`config.mk`:
```
export PLATFORM = sky130hd
export DESIGN_NAME = mag_cmp12
export DESIGN_NICKNAME = d
export VERILOG_FILES = /design/src/rtl/cmp_pkg.sv /design/src/rtl/cmp_bit.sv /design/src/rtl/mag_slice.sv /design/src/rtl/mag_chain.sv /design/src/rtl/mag_tree.sv /design/src/rtl/mag_cmp12.sv
export SDC_FILE = /design/constraint.sdc
export NUM_CORES = 1
export LEC_CHECK = 0
export BUFFER_PORTS_ARGS = -buffer_cell sky130_fd_sc_hd__buf_2
export CAP_MARGIN = 10
export CORE_AREA = 3 3 40 42
export DETAILED_ROUTE_END_ITERATION = 7
export DIE_AREA = 0 0 43 45
export PLACE_DENSITY = 0.87
export SLEW_MARGIN = 10
export SYNTH_ARGS = -nofsm -noshare
export SYNTH_HDL_FRONTEND = slang
export SYNTH_SLANG_ARGS = --single-unit
```
`constraint.sdc`:
```
create_clock -name vclk -period 2.5
set_input_delay 0.25 -clock vclk [all_inputs]
set_output_delay 0.25 -clock vclk [all_outputs]
set_load 0.03 [all_outputs]
```
`src/rtl/cmp_pkg.sv`:
```
package cmp_pkg;
    typedef struct packed {
        logic gt;
        logic eq;
        logic lt;
    } rel_t;

    localparam rel_t REL_TIE = '{gt: 1'b0, eq: 1'b1, lt: 1'b0};
endpackage

```
`src/rtl/cmp_bit.sv`:
```
module cmp_bit (
    input  logic a_bit,
    input  logic b_bit,
    output logic bit_gt,
    output logic bit_lt,
    output logic bit_eq
);
    always_comb begin
        bit_gt = a_bit & ~b_bit;
        bit_lt = ~a_bit & b_bit;
        bit_eq = ~(a_bit ^ b_bit);
    end
endmodule

```
`src/rtl/mag_slice.sv`:
```
module mag_slice
    import cmp_pkg::*;
#(
    parameter int W = 4
) (
    input  logic [W-1:0] a_op,
    input  logic [W-1:0] b_op,
    input  rel_t         rel_in,
    output rel_t         rel_out
);
    logic [W-1:0] bgt, blt, beq;

    for (genvar i = 0; i < W; i++) begin : g_bit
        cmp_bit u_bit (
            .a_bit  (a_op[i]),
            .b_bit  (b_op[i]),
            .bit_gt (bgt[i]),
            .bit_lt (blt[i]),
            .bit_eq (beq[i])
        );
    end

    always_comb begin
        logic gt_acc;
        logic lt_acc;
        logic still_eq;
        gt_acc   = 1'b0;
        lt_acc   = 1'b0;
        still_eq = 1'b1;
        // MSB-first scan: the first differing bit settles the relation
        for (int i = W - 1; i >= 0; i--) begin
            gt_acc   = gt_acc | (still_eq & bgt[i]);
            lt_acc   = lt_acc | (still_eq & blt[i]);
            still_eq = still_eq & beq[i];
        end
        rel_out.gt = gt_acc | (still_eq & rel_in.gt);
        rel_out.eq = still_eq & rel_in.eq;
        rel_out.lt = lt_acc | (still_eq & rel_in.lt);

        p_greater_r2: assert (!(a_op > b_op) || (rel_out.gt && !rel_out.eq && !rel_out.lt))
            else $error("p_greater_r2 violated");
        p_equal_pass_r3: assert (!(a_op == b_op) || (rel_out == rel_in))
            else $error("p_equal_pass_r3 violated");
        p_smaller_r4: assert (!(a_op < b_op) || (rel_out.lt && !rel_out.eq && !rel_out.gt))
            else $error("p_smaller_r4 violated");
        p_onehot_keep_r8: assert (($countones(rel_in) != 1) || ($countones(rel_out) == 1))
            else $error("p_onehot_keep_r8 violated");
    end
endmodule

```
`src/rtl/mag_chain.sv`:
```
module mag_chain
    import cmp_pkg::*;
#(
    parameter int SLICE_W    = 4,
    parameter int NUM_SLICES = 3,
    localparam int TOTAL_W   = SLICE_W * NUM_SLICES
) (
    input  logic [TOTAL_W-1:0] a_op,
    input  logic [TOTAL_W-1:0] b_op,
    output rel_t               rel_out
);
    rel_t link [NUM_SLICES+1];

    assign link[0] = REL_TIE;  // least significant slice tie-off

    // ripple from the low nibble toward the high nibble
    for (genvar s = 0; s < NUM_SLICES; s++) begin : g_stage
        mag_slice #(.W(SLICE_W)) u_slice (
            .a_op    (a_op[s*SLICE_W +: SLICE_W]),
            .b_op    (b_op[s*SLICE_W +: SLICE_W]),
            .rel_in  (link[s]),
            .rel_out (link[s+1])
        );
    end

    assign rel_out = link[NUM_SLICES];
endmodule

```
`src/rtl/mag_tree.sv`:
```
module mag_tree
    import cmp_pkg::*;
#(
    parameter int SLICE_W    = 4,
    parameter int NUM_SLICES = 3,
    localparam int TOTAL_W   = SLICE_W * NUM_SLICES
) (
    input  logic [TOTAL_W-1:0] a_op,
    input  logic [TOTAL_W-1:0] b_op,
    output rel_t               rel_out
);
    rel_t grp [NUM_SLICES];
    logic [SLICE_W-1:0] merge_a, merge_b;

    for (genvar g = 0; g < NUM_SLICES; g++) begin : g_group
        mag_slice #(.W(SLICE_W)) u_group (
            .a_op    (a_op[g*SLICE_W +: SLICE_W]),
            .b_op    (b_op[g*SLICE_W +: SLICE_W]),
            .rel_in  (REL_TIE),
            .rel_out (grp[g])
        );
    end

    always_comb begin
        merge_a = '0;
        merge_b = '0;
        for (int g = 0; g < NUM_SLICES; g++) begin
            merge_a[g] = grp[g].gt;  // group order kept
            merge_b[g] = grp[g].lt;
            p_group_eq_r6: assert (!grp[g].eq || (!grp[g].gt && !grp[g].lt))
                else $error("p_group_eq_r6 violated");
        end
    end

    mag_slice #(.W(SLICE_W)) u_merge (
        .a_op    (merge_a),
        .b_op    (merge_b),
        .rel_in  (REL_TIE),
        .rel_out (rel_out)
    );
endmodule

```
`src/rtl/mag_cmp12.sv`:
```
module mag_cmp12
    import cmp_pkg::*;
#(
    parameter int SLICE_W    = 4,
    parameter int NUM_SLICES = 3,
    localparam int TOTAL_W   = SLICE_W * NUM_SLICES
) (
    input  logic [TOTAL_W-1:0] a_in,
    input  logic [TOTAL_W-1:0] b_in,
    output logic               ser_gt,
    output logic               ser_eq,
    output logic               ser_lt,
    output logic               par_gt,
    output logic               par_eq,
    output logic               par_lt
);
    rel_t ser_rel, par_rel;

    mag_chain #(.SLICE_W(SLICE_W), .NUM_SLICES(NUM_SLICES)) u_chain (
        .a_op    (a_in),
        .b_op    (b_in),
        .rel_out (ser_rel)
    );

    mag_tree #(.SLICE_W(SLICE_W), .NUM_SLICES(NUM_SLICES)) u_tree (
        .a_op    (a_in),
        .b_op    (b_in),
        .rel_out (par_rel)
    );

    assign ser_gt = ser_rel.gt;
    assign ser_eq = ser_rel.eq;
    assign ser_lt = ser_rel.lt;
    assign par_gt = par_rel.gt;
    assign par_eq = par_rel.eq;
    assign par_lt = par_rel.lt;
endmodule

```
Yosys cells after proc, flatten, opt, wreduce, memory -nomap -nowiden --
Index checks and enable logic that the tools add are counted.
Word-level totals: register bits 0, output and inout bits 6, word-level logic and storage cells 155
Cells by class: bitwise logic cells 155
Operators by type and width (count):
- $and A1 B1 Y1 | 69
- $not A1 Y1 | 45
- $or A1 B1 Y1 | 26
- $xor A1 B1 Y1 | 15

Logic depth before layout (Yosys ltp) --
Gate-level depths: netlist (run 1).
word-level depth 11, mapped depth 8, gate-level depth less buffers 8

By module --
From an unflattened synthesis (run 1), not the netlist that was laid out.
Unflattened totals: cells, all modules 172, area total of the unflattened synthesis 1372.6 µm²
Modules (own cells, without submodules):
- cmp_bit | times used 28, area an instance 32.5 µm², cells each 4
- mag_slice | times used 7, area an instance 63.8 µm², cells each 8
- mag_chain | times used 1, area an instance 7.5 µm², cells each 2
- mag_tree | times used 1, area an instance 7.5 µm², cells each 2

Worst setup path before layout (run 1) --
OpenSTA, ideal clock, no wires.
kind input to output, start in a_in[9], end out par_eq, stages on the path 8, slack 0.496 ns, data required time 2.250 ns, data arrival time 1.754 ns, path through inv_1 ha_1 a21o_1 a21o_1 a21oi_2 inv_1 ha_1 and3_1
Between the ends: longest elaborated chain between the ends 9, elaborated cells on any way between the ends 18
Ends and longest elaborated chain:
- from (decl) | RTL line mag_cmp12.sv:8 | input logic [TOTAL_W-1:0] a_in,
- $xor A1 B1 Y1 / $not A1 Y1 (equally long branches) | RTL line cmp_bit.sv:11, cmp_bit.sv:10
- $not A1 Y1 / $and A1 B1 Y1 (equally long branches) | RTL line cmp_bit.sv:11, cmp_bit.sv:10
- $and A1 B1 Y1, on equally long branches | RTL line mag_slice.sv:34, mag_slice.sv:33
- $and A1 B1 Y1 (tied with other cells) | RTL line mag_slice.sv:32 | gt_acc = gt_acc | (still_eq & bgt[i]);
- $or A1 B1 Y1, on equally long branches | RTL line mag_slice.sv:32, mag_slice.sv:33
- $xor A1 B1 Y1 * | RTL line cmp_bit.sv:11 | bit_eq = ~(a_bit ^ b_bit);
- $not A1 Y1 * | RTL line cmp_bit.sv:11
- $and A1 B1 Y1 * (2 in a row) | RTL line mag_slice.sv:34 | still_eq = still_eq & beq[i];
- to (decl) | RTL line mag_cmp12.sv:14 | output logic par_eq,
Mark *: on every way between the ends. The rest lies on a longest branch, timed or not.

Worst setup path after layout (run 1) --
Same ends and word-level chain as after synthesis.

==> results of run 1 <==
==> worst max-delay path, stage by stage <==
cell	delay, ns
buf_2	0.09
inv_1	0.04
ha_1	0.32
a21o_1	0.17
a21o_1	0.18
a21oi_2	0.17
inv_1	0.06
ha_1	0.31
and3_1	0.20
buf_2	0.17
==> metrics by stage <==
step	util	worst slack [ns]	instances	hold WS (ns)
3_5_place_dp	0.677	0.285	138	1.06
2_1_floorplan	-	0.496	93	0.839
6_report	0.677	0.283	138	1.05
3_3_place_gp	0.677	0.356	138	1.05
5_1_grt	0.677	0.189	138	1.09
4_1_cts	0.677	0.281	138	1.06
==> layer usage <==
metal,up-vias,global-route usage,wire length (um)
li1,358,-,-
met1,283,0.190,603
met5,-,0,0
met2,15,0.314,706
met3,0,0,60
met4,0,0,0
==> final timing paths <==
path / startpoint / end / slack, ns / depth (start not counted)
worst min-delay path: a_in[11] / ser_gt / 1.05 / 5
worst max-delay path: a_in[9] / par_eq / 0.28 / 10
==> power by group <==
part | total, mW | internal [mW] | switching [mW]
registers | 0 | 0 | 0
logic | 0.180 | 0.0733 | 0.107
clock network | 0 | 0 | 0
total | 0.180 | 0.0733 | 0.107
==> cells by family (layout without fill, tap and decap cells) <==
family | Yosys count | in the layout | synth area share
AND/OR/NAND/NOR | 8 | 8 | 0.0768
adder cells (fa/ha/maj) | 30 | 30 | 0.536
AO/OA/AOI/OAI | 24 | 24 | 0.221
buffers and inverters | 31 | 61 | 0.166
==> synth_stat cells <==
cell | n | area (sq um)
inv_1 | 30 | 113
o21ai_1 | 4 | 20.0
inv_2 | 1 | 3.75
nor3_2 | 2 | 20.0
a21oi_2 | 2 | 17.5
and3_1 | 1 | 6.26
ha_1 | 30 | 375
nand4_2 | 1 | 12.5
a21o_1 | 8 | 60.1
a21oi_1 | 8 | 40.0
o221ai_1 | 2 | 17.5
nand2_1 | 4 | 15.0
==> area by class of cell <==
cell class                 count  area, sq um  area share
multi-input combinational     62          584       0.672
inverter                      31          116       0.134
tap                           15         18.8      0.0216
timing repair buffer          30          150       0.173
==> results list, run 1 <==
- The run finished with clean final reports.
- After synthesis, the netlist uses 12 different library cells.
- DRC: 0
* N_diodes: 0
- Largest net degree at the start of global routing: 4
* Final cell area excluding filler cells: between 800 and 900 sq um
- Layout fillers: 121
* Fraction of final layout cells sized beyond drive strength 1: 0.293
- DP HPWL: approximately 1300 um
* Die span in y: between 40 and 50 um
- Kind of start point of the critical path: input port
* Count of buffers inserted at the top-level ports: 30
* Required time reported for the critical path endpoint: between 2 and 2.5 ns
- Setup repair after global routing missed its margin: false
- Row Count: 13
- Global routing finished with a remaining overflow of 0.
- Average wire per cell in the routed design: approximately 9.9 um
- In this run the horizontal extent of the chip is 43 um.
- Post-CTS repair timing setup buffer count: 0
* Initial standard-cell utilization of the core: 0.545
* Achievable clock frequency: about 450 MHz
- The count of endpoints failing hold in the final timing report was 0.
- The library cells used most frequently in the layout, excluding fill and tap cells, are inv_1 (30), ha_1 (30), buf_2 (30).
* Layout clock buffers: 0
- Post-route clock period utilization: 0.887
- FF+latch area: 0 sq um
* Max-slew violations: 0
- The net count of the finished layout is between 150 and 200.
- For this run, the number of Yosys warnings is 0.
- Max rail drop VDD: roughly 0.17 mV
* Total power divided by cell area: 207 mW/mm^2
- Wires add up to around 1400 um.
* Per-cell via count in the routed design: ~4.8
* Via count of the first global-routing pass: 645
- Slew at the pin closest to its max-slew limit: slightly below 0.2 ns
* Type of the worst min-delay path: input port to primary output
- Power comes to around 0.18 mW.
- Hold-fix buffer count after cts: 0
- Net count after synthesis: 147
- The area growth from synthesis to layout is 24.1%.
- A synthesized cell averages 7.53 sq um.
- Setup Viol. Count Final: 0
- Area of the core: ~0.0013 sq mm
- In the finished design the tool counted flip-flops and latches totalling 0.
* Routability-driven placement congestion ratio: a little under 0.8
- The number of gates resized after CTS was 0.
- The critical path is of the input port to primary output type.
- Vias after detailed routing: roughly 660
- Setup_tns: 0 ns
* Sequential fraction of the synthesis area: 0
* Standard cell area after detailed placement: about 870 sq um
- The cell area that synthesis handed to floorplanning was between 700 and 800 sq um.
- Global-route wire length before repair: 2470 um
- In the global route stage, overall resource usage came out at 0.153.
* Highest net fanout along the worst path: 3
- For the worst setup path, the data arrival time is between 1.5 and 2 ns.
- The count of nets left with antenna violations once routing finished came out at 0.
* Antenna violations before repair: 0
- In this run the static leakage power is roughly 0.62 nW.
- For the finished layout, the period the worst path requires is 2.22 ns.
* Post-synthesis cell count: slightly above 90
- Max-slew headroom: 0.869
- Violation count after the first detailed-route iteration: 10
* Area of the die: between 0.0015 and 0.002 sq mm
- Number of max-cap violations: 0
* I/O pin count: 30
* Capturing element type of the critical path: primary output
- First-pass detailed-route iteration total: 4
No activity file was read; power rests on OpenSTA's default activity.
==> run 2, diff against run 1 <==
--- a/config.mk
+++ b/config.mk
@@ -7,10 +7,10 @@
 export LEC_CHECK = 0
 export BUFFER_PORTS_ARGS = -buffer_cell sky130_fd_sc_hd__buf_2
 export CAP_MARGIN = 10
-export CORE_AREA = 3 3 40 42
+export CORE_MARGIN = 3
+export CORE_UTILIZATION = 46
 export DETAILED_ROUTE_END_ITERATION = 7
-export DIE_AREA = 0 0 43 45
-export PLACE_DENSITY = 0.87
+export PLACE_DENSITY = 0.86
 export SLEW_MARGIN = 10
 export SYNTH_ARGS = -nofsm -noshare
 export SYNTH_HDL_FRONTEND = slang
==> run 2 against run 1 <==
Compared with the run above: total power up 0.35%; core utilization shrank 4.0 points; die area up 4.8%; first-iteration DRC count shrank 40%; sequential share of layout area did not move; final area unchanged; combinational power about the same.
==> results list, run 2 (synthesis results as in run 1) <==
- In this run the tightest slew margin relative to its limit is 0.872.
* Via count of the first global-routing pass: between 600 and 700
* Die extent in x: around 45 um
* Fraction of final layout cells sized beyond drive strength 1: 0.293
* First-pass detailed-route iteration total: 4
- Number of nets at the end of the flow: 179
- The clock period could shrink to between 2 and 2.5 ns.
* Required time reported for the critical path endpoint: 2.25 ns
- Setup violations remaining at the end of the flow were counted as 0.
- Vias after detailed routing: just under 700
* Final Routed Wirelength: 1390 um
- Setup repair after global routing left no endpoint under its margin.
* Hold-fix buffer count after cts: 0
* Max rail drop VDD: about 0.16 mV
* Total Routing Usage GR: 0.156
- Average wire per cell in the routed design: roughly 10 um
- Dividing the final minimum period by the clock period gives 0.877.
- Once layout is complete, the utilization of the core stands at 0.636.
- Arrival @ worst endpoint: 1.94 ns
- Worst path top cell family by delay: adder cells
* Initial standard-cell utilization of the core: 0.513
- Dividing the detail-routed via count by the number of cells gives 4.96.
* Area of the core: 0.00137 sq mm
- Final Power: between 0.15 and 0.2 mW
- Antenna violations before repair: 0
- FF+latch area: 0 sq um
- The run finished with clean final reports.
* Commonest cells after routing, fill and taps aside: inv_1 (30), ha_1 (30), buf_2 (30)
- The worst setup path is captured at a primary output.
- In the routed design, unresolved DRC markers number 0.
- The final-report max-slew violation count is 0.
* Total power divided by cell area: approximately 210 mW/mm^2
- 0 antenna diodes ended up in the layout.
- The worst setup path is launched from an input port.
* I/O pin count: 30
- Sequential cells placed in the final layout were counted as 0.
- The floorplan step defined a die boundary enclosing around 0.0020 sq mm.
* Global-route wire length before repair: 2550 um
- Row Count: 13
- Highest net fanout along the worst path: 3
- Antenna Violating Nets Remaining: 0
* Post-CTS repair timing setup buffer count: 0
- Entering global routing, the biggest net connects 4 pins.
- Once layout is done, the placed cells without fillers occupy 870 sq um.
* Worst hold-check slack: about 1.1 ns
* Cell with the largest stage delay on the worst path: ha_1
- The floorplan step set the die height to between 40 and 50 um.
* # resized after CTS: 0
- For this block, the initial DRC count from the detailed router was 6.
* Ordered list of cells on the worst path: buf_2, inv_1, ha_1, a21o_1, a21o_1, a21oi_2, inv_1, ha_1, and3_1, buf_2
* Routability-driven placement congestion ratio: about 0.76
- Layout clock buffers: 0
- Slew at the pin closest to its max-slew limit: around 0.19 ns
* Count of buffers inserted at the top-level ports: 30
- The count of endpoints failing hold in the final timing report was 0.
- Once detailed placement completed, the half-perimeter wirelength came to ~1300 um.
- Type of the worst min-delay path: input port to primary output
* Lkg Pwr: 0.623 nW
- For this run the aggregate overflow at the end of global routing stands at 0.
- For this run, the slowest stage of the critical path takes about 0.32 ns.
* Type of the setup path with the least slack: input port to primary output
* Number of max-cap violations: 0
- Summing all placed instances gives a cell area of 870 sq um.
- Adding up every negative setup slack in the final design gives 0 ns.
- Counting both buffers and inverters, the worst setup path holds a total of 4.
* Achievable clock frequency: 456 MHz
- Synth-to-Final Area Change: 24.1%
## run 2: cell counts in the layout (fill, tap and decap cells not counted)
No cell type changed its count.
## run 2: path summary, 6_finish.rpt
path     start     end  slack, ns  depth (start not counted)
min   b_in[11]  ser_lt       1.06                          5
max    a_in[9]  par_eq       0.31                         10
## run 2: area by class of cell
| cell class | count | area (sq um) |
|---|---|---|
| Multi-Input combinational cell | 62 | 584 |
| Timing Repair Buffer | 30 | 150 |
| Inverter | 31 | 116 |
| Tap cell | 15 | 18.8 |
| Fill cell | 140 | 497 |
## run 2: metrics by stage
stage          setup WS, ns  std cells
2_1_floorplan         0.496         93
3_3_place_gp          0.356        138
3_5_place_dp          0.297        138
4_1_cts               0.295        138
5_1_grt               0.184        138
6_report              0.308        138
## run 2: layer usage
layer  GRT usage  share of wire
met1       0.195           0.41
met5           0              0
met4           0              0
met2       0.311           0.54
met3           0          0.055
## run 2: report_power, final
| part | internal, mW | leakage, nW | switching [mW] |
|---|---|---|---|
| Sequential | 0 | 0 | 0 |
| Combinational | 0.0739 | 0.623 | 0.107 |
| Clock | 0 | 0 | 0 |
==> run 3, diff against run 2 <==
--- a/config.mk
+++ b/config.mk
@@ -7,10 +7,11 @@
 export LEC_CHECK = 0
 export BUFFER_PORTS_ARGS = -buffer_cell sky130_fd_sc_hd__buf_2
 export CAP_MARGIN = 10
+export CORE_ASPECT_RATIO = 1.5
 export CORE_MARGIN = 3
-export CORE_UTILIZATION = 46
+export CORE_UTILIZATION = 35
 export DETAILED_ROUTE_END_ITERATION = 7
-export PLACE_DENSITY = 0.86
+export PLACE_DENSITY = 0.7
 export SLEW_MARGIN = 10
 export SYNTH_ARGS = -nofsm -noshare
 export SYNTH_HDL_FRONTEND = slang
==> run 3 against run 2 <==
Compared with the run above: flip-flop and latch count unchanged; final area increased by 0.86%; non-clock buffer count is the same; die area grew 28%; combinational power about the same; setup slack got worse by 0.016 ns; fmax is 0.72% lower; via count is the same; sequential share of layout area stayed put; routed wire length is 0.79% lower; largest power group unchanged; highest routed layer unchanged.
==> results list, run 3 (synthesis results as in run 1) <==
- 30 I/O pins were placed.
- Hold-fix buffer count after cts: 0
- In the final routed layout, each cell accounts on average for approximately 9.6 um.
- Violation count after the first detailed-route iteration: 9
- For hold timing, the worst endpoint is ser_gt.
- The via count of the first global-routing pass came to roughly 650.
* N_diodes: 0
- The floorplan step defined a die boundary enclosing around 0.0026 sq mm.
- Post-CTS repair timing setup buffer count: 0
- Total Routing Usage GR: 0.107
- In this run the worst hold path is classified as input port to primary output.
- Setup Viol. Count Final: 0
* Layout fillers: between 200 and 250
- For this run, the top clock speed supported by timing is 453 MHz.
- Final-report hold violation count: 0
- Lkg Pwr: approximately 0.62 nW
- In the routed layout, each cell is associated on average with a via count of approximately 4.8.
- In this run the remaining antenna-violating nets after routing total 0.
- In this run the core area contains 19 standard-cell rows.
* First-pass detailed-route iteration total: 2
- After routing, the total negative slack on setup checks comes to 0 ns.
* Max-slew violations: 0
- Setup repair after global routing missed its margin: false
- In the routed design, unresolved DRC markers number 0.
- Die extent in x: ~43 um
* Synth-to-Final Area Change: 25.2%
* Number of sequential cells in the layout: 0
- After legalization and detailed placement, the total HPWL measured around 1300 um.
* Antenna violations before repair: 0
- Shortest period the worst path allows: roughly 2.2 ns
- For the pin with the worst max-slew slack, the measured transition is roughly 0.19 ns.
* Worst hold-check slack: 1.06 ns
- Max rail drop VDD: about 0.15 mV
- Type of the setup path with the least slack: input port to primary output
* Max-slew headroom: 0.873
* Total power divided by cell area: just over 200 mW/mm^2
- Largest net degree at the start of global routing: 4
- The core region is between 0.0015 and 0.002 sq mm.
- Gates resized during post-CTS repair numbered 0.
* Post-route clock period utilization: 0.883
- Summing over every cut layer, the via total after detailed routing is 684.
* Number of cells on the worst hold path: 5
- Capturing element type of the critical path: primary output
- For the worst setup path, the data required time is roughly 2.3 ns.
- Die span in y: about 60 um
* Count of buffers inserted at the top-level ports: 30
* Highest net fanout along the worst path: 3
- Layout clock buffers: 0
- Of the cells placed in the final design, the portion with a size suffix greater than 1 is 0.293.
- In this run the most critical hold path is launched from a_in[11].
* Number of max-cap violations: 0
- The first global-routing pass estimated 2320 um of wire.
- Arrival @ worst endpoint: around 2.0 ns
- Kind of start point of the critical path: input port
* Initial standard-cell utilization of the core: 0.378
- Grt ovf: 0
- The run finished with clean final reports.
- The top cell types in the final layout, fill and taps aside, are inv_1 (30), ha_1 (30), buf_2 (30).
* Final Routed Wirelength: between 1000 and 1500 um
- Routability-driven placement finished with a final weighted congestion of around 0.7.
* Final Power: roughly 0.18 mW
- FF+latch area: 0 sq um
- Number of nets at the end of the flow: ~180
run 3: layout make-up:
| cell class | count | area, sq um | share of cell area |
|---|---|---|---|
| inverter | 31 | 116 | 0.133 |
| timing repair buffer | 30 | 150 | 0.171 |
| multi-input combinational | 62 | 584 | 0.666 |
| tap | 21 | 26.3 | 0.0300 |
run 3: routing by layer:
| layer | global-route usage | vias up | wire [um] |
|---|---|---|---|
| met1 | 0.105 | 309 | 505 |
| met5 | 0 | - | 0 |
| met3 | 0.00890 | 0 | 68 |
| met2 | 0.244 | 15 | 809 |
| li1 | - | 360 | - |
| met4 | 0 | 0 | 0 |
run 3: worst max-delay path, stage by stage:
cell	delay (ns)
buf_2	0.09
inv_1	0.04
ha_1	0.33
a21o_1	0.17
a21o_1	0.18
a21oi_2	0.17
inv_1	0.06
ha_1	0.31
and3_1	0.19
buf_2	0.17
run 3: worst max path at each step:
stage,startpoint,cells past startpoint,end
after detailed placement,a_in[9],10,par_eq
after floorplan,a_in[9],8,par_eq
after CTS,a_in[9],10,par_eq
final,a_in[9],10,par_eq
after global placement,a_in[9],10,par_eq
after global routing,a_in[9],10,par_eq
run 3: through the flow:
step / instance area [sq um] / std cells / util / setup WS (ns)
global route: 877 / 144 / 0.473 / 0.180
global placement: 877 / 144 / 0.473 / 0.339
detailed placement: 877 / 144 / 0.473 / 0.301
floorplan: 701 / 93 / - / 0.496
CTS: 877 / 144 / 0.473 / 0.289
finish: 877 / 144 / 0.473 / 0.292
run 3: where the power goes:
part,switching [mW],internal [mW],total (mW),leakage [nW]
Clock,0,0,0,0
Combinational,0.106,0.0732,0.179,0.623
Sequential,0,0,0,0
